### src/rtl/ir_pd_pkg.sv
package ir_pd_pkg;
  typedef enum logic [1:0] {
    ST_IDLE  = 2'd0,
    ST_ARMED = 2'd1,
    ST_RX    = 2'd2
  } rx_state_e;
endpackage

### src/rtl/ir_rst_sync.sv
module ir_rst_sync #(
  parameter int STAGES = 2
) (
  input  logic clk,
  input  logic rst_n,
  output logic rst_sync_n
);
  logic [STAGES-1:0] chain;

  always_ff @(posedge clk or negedge rst_n) begin
    if (!rst_n) chain <= '0;
    else        chain <= {chain[STAGES-2:0], 1'b1};
  end

  assign rst_sync_n = chain[STAGES-1];
endmodule

### src/rtl/ir_edge_timer.sv
module ir_edge_timer #(
  parameter int UNIT_CLKS = 16,
  parameter int RUN_MAX   = 33,
  localparam int PRE_W    = $clog2(UNIT_CLKS),
  localparam int RUN_W    = $clog2(RUN_MAX + 1)
) (
  input  logic             clk,
  input  logic             rst_n,
  input  logic             ir_in,
  output logic             lvl,
  output logic             rise,
  output logic             fall,
  output logic [RUN_W-1:0] run
);
  logic             ir_q, ir_d;
  logic [PRE_W-1:0] pre_q, pre_nxt;
  logic [RUN_W-1:0] run_q, run_nxt;
  logic             edge_now;

  always_ff @(posedge clk or negedge rst_n) begin
    if (!rst_n) begin
      ir_q <= 1'b0;
      ir_d <= 1'b0;
    end else begin
      ir_q <= ir_in;
      ir_d <= ir_q;
    end
  end

  assign edge_now = ir_q ^ ir_d;

  always_comb begin
    pre_nxt = pre_q;
    run_nxt = run_q;
    if (edge_now) begin
      pre_nxt = PRE_W'(1);
      run_nxt = '0;
    end else if (pre_q == PRE_W'(UNIT_CLKS - 1)) begin
      pre_nxt = '0;
      if (run_q != RUN_W'(RUN_MAX)) run_nxt = run_q + RUN_W'(1);
    end else begin
      pre_nxt = pre_q + PRE_W'(1);
    end
  end

  always_ff @(posedge clk or negedge rst_n) begin
    if (!rst_n) begin
      pre_q <= '0;
      run_q <= '0;
    end else begin
      pre_q <= pre_nxt;
      run_q <= run_nxt;
    end
  end

  assign lvl  = ir_q;
  assign rise = ir_q & ~ir_d;
  assign fall = ~ir_q & ir_d;
  assign run  = run_q;
endmodule

### src/rtl/ir_symbol_fsm.sv
module ir_symbol_fsm
  import ir_pd_pkg::*;
#(
  parameter int ID_BITS    = 8,
  parameter int DATA_MAX   = 16,
  parameter int RUN_W      = 6,
  parameter int WAKE_UNITS = 8,
  parameter int GAP_UNITS  = 6,
  parameter int HOLD_UNITS = 32,
  localparam int TOT       = ID_BITS + DATA_MAX,
  localparam int CNT_W     = $clog2(TOT + 1)
) (
  input  logic             clk,
  input  logic             rst_n,
  input  logic             lvl,
  input  logic             rise,
  input  logic             fall,
  input  logic [RUN_W-1:0] run,
  output logic             pkt_done,
  output logic [TOT-1:0]   pkt_bits,
  output logic [CNT_W-1:0] pkt_cnt,
  output logic             sess_end
);
  rx_state_e        st_q, st_nxt;
  logic [TOT-1:0]   bits_q, bits_nxt;
  logic [CNT_W-1:0] cnt_q, cnt_nxt;
  logic             long_mark, gap_seen, hold_seen, space_one;

  assign long_mark = fall && (run >= RUN_W'(WAKE_UNITS));
  assign gap_seen  = !lvl && (run > RUN_W'(GAP_UNITS));
  assign hold_seen = !lvl && (run >= RUN_W'(HOLD_UNITS));
  assign space_one = (run >= RUN_W'(2));

  always_comb begin
    st_nxt   = st_q;
    bits_nxt = bits_q;
    cnt_nxt  = cnt_q;
    pkt_done = 1'b0;
    sess_end = 1'b0;
    unique case (st_q)
      ST_IDLE: begin
        if (long_mark) begin
          st_nxt   = ST_RX;
          bits_nxt = '0;
          cnt_nxt  = '0;
        end
      end
      ST_ARMED: begin
        if (rise) begin
          st_nxt   = ST_RX;
          bits_nxt = '0;
          cnt_nxt  = '0;
        end else if (hold_seen) begin
          st_nxt   = ST_IDLE;
          sess_end = 1'b1;
        end
      end
      ST_RX: begin
        if (rise) begin
          if (cnt_q < CNT_W'(TOT)) begin
            bits_nxt[cnt_q] = space_one;
            cnt_nxt         = cnt_q + CNT_W'(1);
          end
        end else if (long_mark) begin
          bits_nxt = '0;
          cnt_nxt  = '0;
        end else if (gap_seen) begin
          st_nxt   = ST_ARMED;
          pkt_done = 1'b1;
        end
      end
      default: st_nxt = ST_IDLE;
    endcase
  end

  always_ff @(posedge clk or negedge rst_n) begin
    if (!rst_n) begin
      st_q   <= ST_IDLE;
      bits_q <= '0;
      cnt_q  <= '0;
    end else begin
      st_q   <= st_nxt;
      bits_q <= bits_nxt;
      cnt_q  <= cnt_nxt;
    end
  end

  assign pkt_bits = bits_q;
  assign pkt_cnt  = cnt_q;
endmodule

### src/rtl/ir_repeat_tracker.sv
module ir_repeat_tracker #(
  parameter int ID_BITS  = 8,
  parameter int DATA_MAX = 16,
  localparam int TOT     = ID_BITS + DATA_MAX,
  localparam int CNT_W   = $clog2(TOT + 1),
  localparam int LEN_W   = $clog2(DATA_MAX + 1)
) (
  input  logic                clk,
  input  logic                rst_n,
  input  logic                pkt_done,
  input  logic [TOT-1:0]      pkt_bits,
  input  logic [CNT_W-1:0]    pkt_cnt,
  input  logic                sess_end,
  output logic                code_valid,
  output logic [ID_BITS-1:0]  code_id,
  output logic [DATA_MAX-1:0] code_data,
  output logic [LEN_W-1:0]    code_len,
  output logic                key_held
);
  logic                have_q, have_nxt;
  logic                held_q, held_nxt;
  logic                vld_q, vld_nxt;
  logic                load_en;
  logic [ID_BITS-1:0]  id_q, new_id;
  logic [DATA_MAX-1:0] data_q, new_data;
  logic [LEN_W-1:0]    len_q, new_len;
  logic                pkt_ok, same;

  assign pkt_ok   = pkt_done && (pkt_cnt > CNT_W'(ID_BITS));
  assign new_id   = pkt_bits[ID_BITS-1:0];
  assign new_data = pkt_bits[TOT-1:ID_BITS];
  assign new_len  = LEN_W'(pkt_cnt - CNT_W'(ID_BITS));
  assign same     = have_q && (id_q == new_id) && (data_q == new_data)
                    && (len_q == new_len);

  always_comb begin
    have_nxt = have_q;
    held_nxt = held_q;
    vld_nxt  = 1'b0;
    load_en  = 1'b0;
    if (sess_end) begin
      have_nxt = 1'b0;
      held_nxt = 1'b0;
    end else if (pkt_ok) begin
      if (same) begin
        held_nxt = 1'b1;
      end else begin
        vld_nxt  = 1'b1;
        load_en  = 1'b1;
        have_nxt = 1'b1;
        held_nxt = 1'b0;
      end
    end
  end

  always_ff @(posedge clk or negedge rst_n) begin
    if (!rst_n) begin
      have_q <= 1'b0;
      held_q <= 1'b0;
      vld_q  <= 1'b0;
    end else begin
      have_q <= have_nxt;
      held_q <= held_nxt;
      vld_q  <= vld_nxt;
    end
  end

  always_ff @(posedge clk or negedge rst_n) begin
    if (!rst_n) begin
      id_q   <= '0;
      data_q <= '0;
      len_q  <= '0;
    end else if (load_en) begin
      id_q   <= new_id;
      data_q <= new_data;
      len_q  <= new_len;
    end
  end

  assign code_valid = vld_q;
  assign code_id    = id_q;
  assign code_data  = data_q;
  assign code_len   = len_q;
  assign key_held   = held_q;
endmodule

### src/rtl/ir_pd_decoder.sv
module ir_pd_decoder #(
  parameter int UNIT_CLKS  = 16,
  parameter int ID_BITS    = 8,
  parameter int DATA_MAX   = 16,
  parameter int WAKE_UNITS = 8,
  parameter int GAP_UNITS  = 6,
  parameter int HOLD_UNITS = 32,
  localparam int LEN_W     = $clog2(DATA_MAX + 1)
) (
  input  logic                clk,
  input  logic                rst_n,
  input  logic                ir_in,
  output logic                code_valid,
  output logic [ID_BITS-1:0]  code_id,
  output logic [DATA_MAX-1:0] code_data,
  output logic [LEN_W-1:0]    code_len,
  output logic                key_held
);
  localparam int TOT     = ID_BITS + DATA_MAX;
  localparam int CNT_W   = $clog2(TOT + 1);
  localparam int RUN_MAX = HOLD_UNITS + 1;
  localparam int RUN_W   = $clog2(RUN_MAX + 1);

  logic             rst_sync_n;
  logic             lvl, rise, fall;
  logic [RUN_W-1:0] run;
  logic             pkt_done, sess_end;
  logic [TOT-1:0]   pkt_bits;
  logic [CNT_W-1:0] pkt_cnt;

  ir_rst_sync #(.STAGES(2)) u_rst (
    .clk        (clk),
    .rst_n      (rst_n),
    .rst_sync_n (rst_sync_n)
  );

  ir_edge_timer #(.UNIT_CLKS(UNIT_CLKS), .RUN_MAX(RUN_MAX)) u_timer (
    .clk   (clk),
    .rst_n (rst_sync_n),
    .ir_in (ir_in),
    .lvl   (lvl),
    .rise  (rise),
    .fall  (fall),
    .run   (run)
  );

  ir_symbol_fsm #(
    .ID_BITS(ID_BITS), .DATA_MAX(DATA_MAX), .RUN_W(RUN_W),
    .WAKE_UNITS(WAKE_UNITS), .GAP_UNITS(GAP_UNITS), .HOLD_UNITS(HOLD_UNITS)
  ) u_fsm (
    .clk      (clk),
    .rst_n    (rst_sync_n),
    .lvl      (lvl),
    .rise     (rise),
    .fall     (fall),
    .run      (run),
    .pkt_done (pkt_done),
    .pkt_bits (pkt_bits),
    .pkt_cnt  (pkt_cnt),
    .sess_end (sess_end)
  );

  ir_repeat_tracker #(.ID_BITS(ID_BITS), .DATA_MAX(DATA_MAX)) u_track (
    .clk        (clk),
    .rst_n      (rst_sync_n),
    .pkt_done   (pkt_done),
    .pkt_bits   (pkt_bits),
    .pkt_cnt    (pkt_cnt),
    .sess_end   (sess_end),
    .code_valid (code_valid),
    .code_id    (code_id),
    .code_data  (code_data),
    .code_len   (code_len),
    .key_held   (key_held)
  );
endmodule

### config.mk
export PLATFORM = sky130hd
export DESIGN_NAME = ir_pd_decoder
export DESIGN_NICKNAME = d
export VERILOG_FILES = /design/src/rtl/ir_pd_pkg.sv /design/src/rtl/ir_rst_sync.sv /design/src/rtl/ir_edge_timer.sv /design/src/rtl/ir_symbol_fsm.sv /design/src/rtl/ir_repeat_tracker.sv /design/src/rtl/ir_pd_decoder.sv
export SDC_FILE = /design/constraint.sdc
export NUM_CORES = 1
export LEC_CHECK = 0
export ABC_AREA = 1
export ABC_CLOCK_PERIOD_IN_PS = 2900
export CORE_UTILIZATION = 55
export CTS_CLUSTER_DIAMETER = 40
export DETAILED_ROUTE_END_ITERATION = 10
export MAX_ROUTING_LAYER = met4
export PLACE_DENSITY = 0.85
export SETUP_SLACK_MARGIN = 0.05
export SLEW_MARGIN = 20
export SYNTH_ARGS = -nofsm -noshare
export SYNTH_HDL_FRONTEND = slang
export SYNTH_SLANG_ARGS = --single-unit
### constraint.sdc
create_clock -name clk -period 2.9 [get_ports clk]
set_input_delay 0.29 -clock clk [delete_from_list [all_inputs] [get_ports clk]]
set_output_delay 0.29 -clock clk [all_outputs]
set_load 0.1 [all_outputs]
==> impl_metrics.py <==
metrics = {
    "setup_path": {
        "cp.arrival_ns": 2.77,
        "cpMostUsedCell": "inv_1",
        "crit_chain": "inv_1 -> ha_1 -> nand2_2 -> clkinv_1 -> o21ai_0 -> nand2_1 -> inv_1 -> nor3_1",
        "critical_path_class": "flip-flop to flip-flop",
        "worst_setup_path_start_kind": "flip-flop",
        "critPathCaptureType": "flip-flop",
        "reg2regPathDepth": 8,
        "cp_top_family": "simple AND/OR/NAND/NOR gates",
        "crit_fanout": 25,
        "required_ns": 3.16,
        "reg2reg_to": "u_fsm.pkt_bits[2]",
        "slowest_stage": "nand2_1",
        "slowest_delay_ns": 0.48,
        "r2r_slack_ns": 0.39,
        "worst-path-buf-inv": 3,
        "reg2reg_from": "u_fsm.st_q[1]",
    },
    "sta": {
        "tightest_slew_ns": 0.972,
        "max_freq_ghz": 0.398,
        "final.setup_skew_ns": 0.0108,
        "rsz0062_at_grt": "false",
        "finalCritPeriodShare_pct": 86.6,
        "min_period_ns": 2.51,
        "fin_setup_tns_ns": 0,
        "finalSetupViolCount": 0,
        "setup_ws_ns": 0.390,
        "finalHoldViolations": 0,
        "slew_headroom_pct": 35.2,
        "drv_slew": 0,
    },
    "power_and_ir_drop": {
        "ir_drop_mv": 0.533,
        "powerDensity_nw_per_um2": 627,
        "p_leak_nw": 2.51,
    },
    "place": {
        "pre_cts_ws_ns": 0.507,
        "place_area_um2": 4580,
        "port-buffer-count": 33,
        "hpwlAfterDp_um": 6810,
        "finalWeightedCongestion": 0.917,
    },
    "clock_network": {
        "hold_buffers": 0,
        "htree_levels": 3,
        "cts_tree": "yes",
        "numCtsBuffers": 9,
        "cts_root_buffer": "clkbuf_8",
        "cts_buffer_depth": 2,
        "clk_pin_slew_ns": 0.08,
        "cts_setup_buffers": 0,
        "cts.sinks": 77,
        "cts_resized": 0,
        "clock_latency_ns": 0.36,
    },
    "final_layout": {
        "antennaDiodeCount": 0,
        "postLayoutCellArea_um2": 4840,
        "drive_gt1_share_pct": 11.1,
        "area_delta_synth_final_pct": 13.2,
        "layout_commonest_cell": "nand2_1",
        "final_cell_mix": "nand2_1 (161), inv_1 (77), dfrtp_1 (76)",
        "fin_nets": 612,
    },
    "status": {
        "status": "finished clean",
    },
    "yosys": {
        "syn_nets": 581,
        "postSynthCellCount": 559,
        "yosys_warnings": 0,
        "yosysUniqueCellTypes": 30,
        "synthesis.area_um2": 4270,
        "ys_ff_latch": 77,
        "avgSynthCellArea_um2": 7.64,
        "ys_seq_area_share_pct": 45.1,
    },
    "detailed_routing": {
        "drt-initial-drc-count": 216,
        "finalWirelength_um": 10200,
        "wl_per_cell_um": 14.7,
        "remaining_drc_errors": 0,
        "antenna_left": 0,
        "routed_via_density": 5.43,
        "drtPass1Iterations": 5,
        "num_vias": 3766,
    },
    "grt": {
        "antenna_found_initial": 0,
        "grt.overflow.total": 0,
        "grt_pass1_vias": 3584,
        "grt_usage_pct": 27.6,
        "grt_first_pass_wirelength_um": 17000,
        "grt_max_degree": 76,
    },
    "hold_path": {
        "hold_path_class": "input port to async pin",
    },
    "floorplanning": {
        "initial_core_util_pct": 58.0,
        "core-area_um2": 7370,
        "dieArea_um2": 8130,
        "io_pins": 34,
        "die_h_um": 90.1,
        "rows": 31,
        "die_w_um": 90.1,
    },
    "run": {
        "cap_violations": 0,
    },
}
==> layout make-up <==
cell class	count	area, um^2
Timing Repair Buffer	36	275
Clock inverter	7	138
Clock buffer	9	124
Fill cell	635	2530
Sequential cell	77	1930
Inverter	81	304
Tap cell	99	124
Multi-Input combinational cell	385	1940
==> worst max path at each step <==
stage | startpoint | to | cells after the start
after floorplan | u_rst.chain[1] | u_fsm.pkt_bits[0] | 0
after global placement | u_fsm.st_q[0] | u_fsm.pkt_bits[2] | 8
after detailed placement | u_fsm.st_q[0] | u_fsm.pkt_bits[2] | 8
after CTS | u_fsm.st_q[1] | u_fsm.pkt_bits[2] | 8
after global routing | u_fsm.st_q[0] | u_fsm.pkt_bits[2] | 8
final | u_fsm.st_q[1] | u_fsm.pkt_bits[2] | 8
==> sequential cells by signal (all words and copies together) (netlist names) <==
register	flops
u_fsm.pkt_bits	24
u_track.code_id	8
u_rst.chain	2
u_timer.run	6
u_track.have_q	1
u_track.code_data	16
u_fsm.pkt_cnt	5
u_timer.lvl	1
u_timer.pre_q	4
u_track.key_held	1
u_fsm.st_q	2
u_track.code_valid	1
u_track.code_len	5
u_timer.ir_d	1
==> per-stage QoR <==
stage               power, mW  cells  hold slack [ns]  utilization, %
floorplan                1.78    559         -0.00559               -
global route             3.18    694           0.0775            65.6
CTS                      3.03    694           0.0737            65.6
finish                   3.03    694           0.0793            65.6
global placement         1.94    678            0.343            62.1
detailed placement       1.97    678            0.346            62.1
==> per-layer routing <==
metal	part of all wire (%)	global-route usage (%)	wire length [um]
met1	44	33.7	4470
met2	48	44.8	4910
met3	5.3	4.31	537
met4	2.7	13.2	278
met5	0	-	0
==> power by group <==
group / switching (mW) / internal, mW
sequential: 0.0877 / 1.13
clock: 0.404 / 0.655
combinational: 0.538 / 0.216
==> Yosys cell counts, drive strengths merged <==
| master | instances | area, um^2 |
|---|---|---|
| xor2 | 5 | 43.8 |
| nand4 | 34 | 219 |
| buf | 12 | 85.1 |
| nor2 | 62 | 265 |
| o21bai | 1 | 7.51 |
| dfrtp | 77 | 1930 |
| o31ai | 1 | 7.51 |
| conb | 1 | 3.75 |
| ha | 19 | 238 |
| nand2 | 165 | 629 |
| clkinv | 1 | 3.75 |
| a31oi | 1 | 6.26 |
| o211a | 2 | 20.0 |
| nand3 | 19 | 113 |
| a211oi | 1 | 7.51 |
| a21oi | 33 | 165 |
| o21ai | 34 | 170 |
| nor3 | 4 | 20.0 |
| xnor2 | 3 | 26.3 |
| inv | 80 | 300 |
| clkbuf | 4 | 15.0 |
==> cells by family after synthesis <==
family | share of synthesized area (%)
AND/OR/NAND/NOR | 29.2
adder cells (fa/ha/maj) | 5.56
other | 0.0878
buffers and inverters | 9.46
AO/OA/AOI/OAI | 8.99
flip-flops | 45.1
XOR/XNOR | 1.64
(Power assumes the default switching activity.)
